$ cat config.mk
export PLATFORM = sky130hd
export DESIGN_NAME = srch_engine
export DESIGN_NICKNAME = d
export VERILOG_FILES = /design/src/rtl/srch_pkg.sv /design/src/rtl/srch_rom.sv /design/src/rtl/srch_ptr.sv /design/src/rtl/srch_cmp.sv /design/src/rtl/srch_engine.sv
export SDC_FILE = /design/constraint.sdc
export NUM_CORES = 1
export LEC_CHECK = 0
export BUFFER_PORTS_ARGS = -buffer_cell sky130_fd_sc_hd__buf_2
export CORE_AREA = 10 10 47 49
export DETAILED_ROUTE_END_ITERATION = 7
export DIE_AREA = 0 0 57 59
export HOLD_SLACK_MARGIN = 0.02
export PLACE_DENSITY_LB_ADDON = 0.1
export SETUP_SLACK_MARGIN = 0.2
export SLEW_MARGIN = 40
export SYNTH_ARGS = -nofsm -noshare
export SYNTH_HDL_FRONTEND = slang
export SYNTH_HIERARCHICAL = 1
export SYNTH_SLANG_ARGS = --single-unit
$ cat constraint.sdc
create_clock -name clk -period 1.7 [get_ports clk]
set_clock_uncertainty 0.15 [all_clocks]
set_input_delay 0.34 -clock clk [delete_from_list [all_inputs] [get_ports clk]]
set_output_delay 0.34 -clock clk [all_outputs]
set_load 0.005 [all_outputs]
$ cat src/rtl/srch_pkg.sv
package srch_pkg;
    localparam int KEY_W = 4;
    localparam int N_ENT = 7;
    localparam int IDX_W = $clog2(N_ENT + 1);

    typedef enum logic [1:0] {
        ST_IDLE,
        ST_SCAN,
        ST_HIT,
        ST_MISS
    } srch_state_e;

    // Constant table; slot order decides which match is reported first.
    function automatic logic [KEY_W-1:0] tbl_value(input logic [IDX_W-1:0] slot);
        logic [KEY_W-1:0] v;
        case (slot)
            3'd0:    v = 4'd0;
            3'd1:    v = 4'd4;
            3'd2:    v = 4'd15;
            3'd3:    v = 4'd14;
            3'd4:    v = 4'd2;
            3'd5:    v = 4'd5;
            3'd6:    v = 4'd13;
            default: v = '0;
        endcase
        return v;
    endfunction
endpackage

$ cat src/rtl/srch_rom.sv
module srch_rom #(
    parameter int KEY_W = srch_pkg::KEY_W,
    parameter int IDX_W = srch_pkg::IDX_W
) (
    input  logic [IDX_W-1:0] slot,
    output logic [KEY_W-1:0] value
);
    always_comb begin
        value = KEY_W'(srch_pkg::tbl_value(srch_pkg::IDX_W'(slot)));
    end
endmodule

$ cat src/rtl/srch_ptr.sv
module srch_ptr #(
    parameter int IDX_W = srch_pkg::IDX_W
) (
    input  logic             clk,
    input  logic             rst_n,
    input  logic             clear,
    input  logic             advance,
    output logic [IDX_W-1:0] slot
);
    always_ff @(posedge clk or negedge rst_n) begin
        if (!rst_n) begin
            slot <= '0;
        end else if (clear) begin
            slot <= '0;
        end else if (advance) begin
            slot <= slot + 1'b1;
        end
    end
endmodule

$ cat src/rtl/srch_cmp.sv
module srch_cmp #(
    parameter int KEY_W = srch_pkg::KEY_W,
    parameter int IDX_W = srch_pkg::IDX_W,
    parameter int N_ENT = srch_pkg::N_ENT
) (
    input  logic [KEY_W-1:0] entry,
    input  logic [KEY_W-1:0] key,
    input  logic [IDX_W-1:0] slot,
    output logic             hit,
    output logic             last
);
    localparam logic [IDX_W-1:0] LAST_SLOT = IDX_W'(N_ENT - 1);

    always_comb begin
        hit  = (entry == key);
        last = (slot == LAST_SLOT);
    end
endmodule

$ cat src/rtl/srch_engine.sv
module srch_engine #(
    parameter int KEY_W = srch_pkg::KEY_W,
    parameter int N_ENT = srch_pkg::N_ENT,
    parameter int IDX_W = $clog2(N_ENT + 1)
) (
    input  logic             clk,
    input  logic             rst_n,
    input  logic             start_en,
    input  logic [KEY_W-1:0] key_in,
    output logic             done,
    output logic [IDX_W-1:0] index_out
);
    import srch_pkg::*;

    localparam int LIMIT = N_ENT + 3;
    localparam int CNT_W = $clog2(LIMIT + 2);

    srch_state_e      state_q, state_d;
    logic [KEY_W-1:0] key_q;
    logic [KEY_W-1:0] entry;
    logic [IDX_W-1:0] slot;
    logic             hit, last, advance;

    always_ff @(posedge clk or negedge rst_n) begin
        if (!rst_n) begin
            key_q <= '0;
        end else if (start_en) begin
            key_q <= key_in;
        end
    end

    srch_ptr #(.IDX_W(IDX_W)) u_ptr (
        .clk(clk), .rst_n(rst_n), .clear(start_en), .advance(advance), .slot(slot)
    );

    srch_rom #(.KEY_W(KEY_W), .IDX_W(IDX_W)) u_rom (
        .slot(slot), .value(entry)
    );

    srch_cmp #(.KEY_W(KEY_W), .IDX_W(IDX_W), .N_ENT(N_ENT)) u_cmp (
        .entry(entry), .key(key_q), .slot(slot), .hit(hit), .last(last)
    );

    // Next state and pointer control
    always_comb begin
        state_d = state_q;
        advance = 1'b0;
        if (start_en) begin
            state_d = ST_SCAN;
        end else begin
            unique case (state_q)
                ST_SCAN: begin
                    if (hit) begin
                        state_d = ST_HIT;
                    end else begin
                        advance = 1'b1;
                        if (last) state_d = ST_MISS;
                    end
                end
                ST_IDLE, ST_HIT, ST_MISS: state_d = state_q;
                default: state_d = ST_IDLE;
            endcase
        end
    end

    always_ff @(posedge clk or negedge rst_n) begin
        if (!rst_n) state_q <= ST_IDLE;
        else        state_q <= state_d;
    end

    // Outputs
    always_comb begin
        done      = (state_q != ST_SCAN);
        index_out = slot;
    end

    // Checking logic: cycles spent in the current search
    logic [CNT_W-1:0] busy_cnt;
    always_ff @(posedge clk or negedge rst_n) begin
        if (!rst_n)        busy_cnt <= '0;
        else if (start_en) busy_cnt <= CNT_W'(1);
        else if (!done)    busy_cnt <= busy_cnt + 1'b1;
    end


    start_clears_chk: assert property (@(posedge clk) disable iff (!rst_n)
        start_en |=> (!done && index_out == '0));


    scan_step_chk: assert property (@(posedge clk) disable iff (!rst_n)
        (!done && !start_en) |=> (index_out == $past(index_out) + 1'b1 || done));


    hit_value_chk: assert property (@(posedge clk) disable iff (!rst_n)
        (state_q == ST_HIT) |-> (entry == key_q && index_out < IDX_W'(N_ENT)));


    miss_index_chk: assert property (@(posedge clk) disable iff (!rst_n)
        (state_q == ST_MISS) |-> (index_out == IDX_W'(N_ENT)));


    hold_result_chk: assert property (@(posedge clk) disable iff (!rst_n)
        (done && !start_en) |=> (done && $stable(index_out)));


    bounded_time_chk: assert property (@(posedge clk) disable iff (!rst_n)
        !done |-> (int'(busy_cnt) <= LIMIT));
endmodule

# Yosys cells after proc, flatten, opt, wreduce, memory -nomap -nowiden
# Index checks and enable logic that the tools add are counted.
[word_totals]
memories = 0
latch_bits = 0
output_inout_bits = 4
rom_bits = 0
reg_bits = 9
wordCells = 31
inputBits = 7
ramBits = 0
[classes]
order_cmp = 0
n_shift = 0
n_div = 0
reduce_logical = 4
n_eq_ne = 13
add_sub_neg = 1
multipliers = 0
muxes = 10
bitwise = 0
[ops]
columns = ["cell", "n"]
rows = [
  ["$pmux 4 s6", 1],
  ["$eq 3x3->1 const B", 3],
  ["$mux 2", 4],
  ["$eq 3x2->1 const B", 2],
  ["$mux 3", 2],
  ["$eq 2x2->1 const B", 2],
  ["$eq 4x4->1", 1],
  ["$ne 4x4->1 const B", 1],
  ["$add 3x1->3 const B", 1],
  ["$eq 3x1->1 const B", 1],
  ["$mux 1", 3],
  ["$reduce_or 3->1", 1],
  ["$eq 2x1->1 const B", 1],
  ["$logic_not 2->1", 1],
  ["$ne 2x1->1 const B", 1],
  ["$ne 2x2->1 const B", 1],
  ["$reduce_and 2->1", 1],
  ["$reduce_bool 2->1", 1],
]

# Longest topological paths before layout
[logic_depth]
word_depth = 8
depth_mapped = 7
depth_no_buf = 7

# By module
# Netlist, hierarchy kept.
[by_module_without_submodules]
columns = ["mod", "cells_each", "n_inst", "seq_area_each_um2", "area_per_inst_um2"]
rows = [
  ["srch_engine", 18, 1, 150.1, 261.5],
  ["srch_ptr", 11, 1, 75.1, 136.4],
  ["srch_rom", 8, 1, 0.0, 56.3],
  ["srch_cmp", 7, 1, 0.0, 55.1],
]

# Worst setup path before layout
# Ideal clock, no wire load.
[synth_path]
kind = "register to register"
from = "register u_ptr.slot[1]"
to = "register u_ptr.slot[1]"
t_required_ns = 1.431
setup_time_ns = 0.119
arrival_time_ns = 1.678
synth_period_minus_slack_ns = 1.947
path_stages_with_launch = 8
slack_ns = -0.247
path_buffers = 0
path_cell_list = "dfrtp_1 -> nand2b_4 -> mux2i_1 -> xor2_1 -> nor4_2 -> nor3_1 -> mux2i_1 -> nor2_1"
[synth_between]
elab_chain_cells = 7
word_cells_on_any_way = 15
classes_between = "add/sub: 1; eq/ne: 7; mux: 6; reduce/logical: 1"
[synth_rtl]
columns = ["item", "line_no", "text"]
rows = [
  ["start: declaration", "srch_ptr.sv:8", "output logic [IDX_W-1:0] slot"],
  ["start signal: assignment", "srch_ptr.sv:16", "slot <= slot + 1'b1;"],
  ["$eq 3x3->1 (tied with other cells)", "srch_pkg.sv:16", "case (slot)"],
  ["$pmux 4 s6 *", "srch_pkg.sv:16", ""],
  ["net entry[0]", "srch_engine.sv:20", "logic [KEY_W-1:0] entry;"],
  ["$eq 4x4->1 *", "srch_cmp.sv:15", "hit = (entry == key);"],
  ["net hit", "srch_engine.sv:22", "logic hit, last, advance;"],
  ["$mux 1 *", "srch_engine.sv:53", "if (hit) begin"],
  ["$mux 1 *", "srch_engine.sv:51", "unique case (state_q)"],
  ["$mux 1 *", "srch_engine.sv:48", "if (start_en) begin"],
  ["net advance", "srch_engine.sv:22", ""],
  ["$reduce_bool 2->1 (no source line) *", "n/a", ""],
]
# The timed path passes the listed nets; every way through them passes the cells marked *. The select of a mux whose other input is x is not followed.
# A chain may end at the register's enable or synchronous reset.

# Worst setup path after layout
[layout_path]
from = "register u_ptr.slot[1]"
to = "register state_q[0]"
[layout_between]
elab_chain_cells = 6
word_cells_on_any_way = 13
classes_between = "eq/ne: 8; mux: 4; reduce/logical: 1"
[layout_rtl]
columns = ["item", "line_no", "text"]
rows = [
  ["$eq 3x3->1 (tied with other cells)", "srch_pkg.sv:16", ""],
  ["$pmux 4 s6 *", "srch_pkg.sv:16", ""],
  ["net entry[1]", "srch_engine.sv:20", ""],
  ["$eq 4x4->1 *", "srch_cmp.sv:15", ""],
  ["net hit", "srch_engine.sv:22", ""],
  ["$mux 2", "srch_engine.sv:53", ""],
  ["$mux 2", "srch_engine.sv:51", ""],
  ["$mux 2", "srch_engine.sv:48", ""],
  ["end signal: assignment", "srch_engine.sv:68", "else state_q <= state_d;"],
  ["end: declaration", "srch_engine.sv:18", "srch_state_e state_q, state_d;"],
]
# Marks and branches as above.

==> impl_metrics.json <==
{
  "numPortBuffers": 10,
  "clk_path_buf_depth": 2,
  "ys_ff_latch": 9,
  "place_area_um2": 611,
  "ys_warn_count": 6,
  "switching_share_pct": 35.0,
  "ys_types": 22,
  "finalHoldViolCount": 0,
  "final_util_pct": 49.8,
  "max_cap_violations": 0,
  "grt_pass1_vias": 404,
  "row_count": 14,
  "finalSetupViolCount": 5,
  "pin_count": 11,
  "detail_route.wl_per_cell_um": 13.3,
  "p_sw_w": 0.000288,
  "clkTransAtPathRegs_ns": 0.06,
  "power.density_nw_per_um2": 1180,
  "p_clk_share_pct": 20.4,
  "p_comb_share_pct": 42.8,
  "critical-path-max-stage-delay_ns": 0.44,
  "critPathLaunchType": "register",
  "clock_latency_ns": 0.26,
  "dieArea_um2": 3360,
  "n_antenna_cell": 0,
  "slew_headroom_pct": 80.0,
  "start_util_pct": 36.3,
  "tightest_slew_ns": 0.298,
  "ant_nets": 0,
  "final_nets": 71,
  "intPower_w": 0.000536,
  "syn2layout_area_growth_pct": 37.1,
  "max_freq_mhz": 533,
  "status": "finished, violations left",
  "synth_area_leaders": "dfrtp_1 44%, mux2_4 12%, xor2_1 6.9%, mux2i_1 3.9%, nand2b_1 3.7%",
  "seq_power_share_pct": 36.7,
  "synth_fp_nets": 52,
  "crit_slowest_cell": "dfrtp_2",
  "synth_top_area_share_pct": 44.2,
  "grt_remaining_overflow": 0,
  "chipHeight_um": 59,
  "antenna_found_initial": 0,
  "finalPower_w": 0.000824,
  "worstPathMaxFanout": 6,
  "root_buffer": "clkbuf_4",
  "chipWidth_um": 57,
  "fin_area_um2": 698,
  "cts_tree": "done",
  "cts_setup_buffers": 0,
  "core_region_area_um2": 1400,
  "drc": 0,
  "drive_above_1_share_pct": 54.8,
  "finalMaxSlewViolations": 0,
  "p_leak_nw": 0.317,
  "netlist_instances": 44,
  "dpl_worst_slack_ns": -0.224,
  "synth_top_area_cell": "dfrtp_1",
  "period_minus_slack_ns": 1.87,
  "worst_slack_ns": -0.175,
  "clock-sinks": 9,
  "cts-buffers-inserted": 3,
  "rsz0062_at_grt": "true",
  "routed_wl_um": 1030,
  "violations": "negative setup slack",
  "grt_usage_pct": 6.92,
  "end_kind": "register",
  "grt_max_degree": 11,
  "yosysSeqAreaShare_pct": 44.2,
  "grt_pass1_wl_um": 1850,
  "dpl.hpwl_um": 805,
  "nFillCells": 140,
  "synthesis.area_um2": 509,
  "hold_class": "in2reg",
  "vdd_ir_drop_max_mv": 0.584,
  "viasPerCell": 4.81,
  "avgSynthCellArea_um2": 11.6,
  "hold_ws_ns": 0.155,
  "drt_first_iter_violations": 1,
  "critical_path.cell_chain": "nand2b_4 > o21ai_4 > xor2_2 > nor4_4 > buf_4 > nand2b_1 > a21o_2",
  "post-route-period-util_pct": 110,
  "crit_type": "reg2reg",
  "vias": 375,
  "arrival_ns": 1.88,
  "cts_max_level": 1,
  "crit_required_ns": 1.70,
  "firstDrtPassIters": 3,
  "place.gp.congestion": 0.707
}
==> flip-flops by register name (all words and copies together), names as in the netlist <==
name and cells:
u_ptr/slot 3, key_q 4, state_q 2
==> synthesized netlist by cell type, drive strengths merged <==
| master | number |
|---|---|
| o21ai | 2 |
| nand2 | 1 |
| mux2i | 2 |
| a21bo | 1 |
| xor2 | 4 |
| nor3 | 1 |
| a21oi | 3 |
| buf | 1 |
| nand3 | 1 |
| nor4 | 1 |
| mux2 | 4 |
| dfrtp | 9 |
| o21a | 1 |
| inv | 2 |
| nand2b | 4 |
| ha | 1 |
| nor2 | 3 |
| a21o | 1 |
| nand3b | 1 |
| xnor2 | 1 |
==> what timing repair did <==
| item | 4_1_cts | 5_1_grt |
|---|---|---|
| setup endpoints to repair | 6 | 7 |
| hold endpoints to repair | 9 | 0 |
| resized for setup | 4 | 6 |
| pin swaps | 5 | 2 |
| gates cloned | 0 | 0 |
| hold buffers | 1 | 0 |
==> area by class of cell <==
cell class                      instances  area (um^2)  share of cell area, %
Multi-Input combinational cell         32          315                   45.2
Sequential cell                         9          229                   32.8
Timing Repair Buffer                   15          100                   14.3
Clock buffer                            4         26.3                   3.76
Tap cell                               16         20.0                   2.87
Inverter                                2         7.51                   1.08
==> layer usage <==
| layer | wire [um] | GRT usage [%] |
|---|---|---|
| met1 | 476 | 7.62 |
| met3 | 74 | 3.22 |
| met4 | 23 | 5.03 |
| met5 | 0 | 0 |
| met2 | 458 | 10.2 |
==> cells by family after synthesis <==
| family | count (synthesis) | synth area share [%] |
|---|---|---|
| simple gates | 12 | 15.2 |
| mux | 6 | 15.7 |
| flops | 9 | 44.2 |
| buf+inv | 3 | 3.69 |
| fa+ha+maj | 1 | 2.46 |
| compound gates | 8 | 10.1 |
| xor+xnor | 5 | 8.60 |
==> critical path: cells and delay by family (launching register included) <==
family | cells | cell delay (ns)
AOI/OAI and AO/OA | 2 | 0.33
and+or+nand+nor | 3 | 0.57
buffers and inverters | 1 | 0.18
DFF | 1 | 0.44
xor gates and xnor gates | 1 | 0.10
==> cell usage in the layout (no fill, tap or decap) <==
| cell | n |
|---|---|
| buf_2 | 9 |
| dfrtp_1 | 6 |
| mux2_4 | 4 |
| nand2b_1 | 3 |
| clkbuf_4 | 3 |
| buf_4 | 3 |
| xor2_1 | 3 |
| nor2_1 | 3 |
| dfrtp_2 | 3 |
| inv_1 | 2 |
| a21oi_1 | 2 |
| buf_6 | 2 |
| nor3_4 | 1 |
| a21o_2 | 1 |
| o21ai_2 | 1 |
| clkbuf_1 | 1 |
| dlygate4sd3_1 | 1 |
| xor2_2 | 1 |
| nor4_4 | 1 |
| nand2_1 | 1 |
| xnor2_1 | 1 |
| mux2i_1 | 1 |
| a21bo_2 | 1 |
| nand3b_1 | 1 |
| a21oi_2 | 1 |
| ha_1 | 1 |
| nand2b_4 | 1 |
| o21ai_4 | 1 |
| mux2i_2 | 1 |
| nand3_1 | 1 |
| o21a_1 | 1 |
==> power groups by stage <==
stage	Clock, W	Combinational, W	Sequential (W)
finish	0.000168	0.000353	0.000303
detailed placement	0	0.000286	0.000300
floorplan	0	0.000179	0.000303
global route	0.000184	0.000388	0.000310
global placement	0	0.000277	0.000296
CTS	0.000178	0.000300	0.000299
==> worst paths after layout <==
kind / slack, ns / start / endpoint / cells after the start
worst max-delay path: -0.17 / u_ptr/slot[1] / state_q[0] / 7
worst min-delay path: 0.15 / key_in[0] / key_q[0] / 2
worst max register to register: -0.17 / u_ptr/slot[1] / state_q[0] / 7
worst min register to register: 0.38 / state_q[1] / state_q[1] / 2
max in group asynchronous: 0.89 / rst_n / u_ptr/slot[1] / 2
min in group asynchronous: 0.32 / rst_n / key_q[2] / 2
==> per-stage QoR <==
step / std cells / TNS, ns
final: 78 / -0.612
after global routing: 78 / -1.22
after CTS: 78 / -0.767
after detailed placement: 73 / -0.818
after global placement: 73 / -0.520
after floorplan: 44 / -0.230
(Power assumes the default switching activity.)
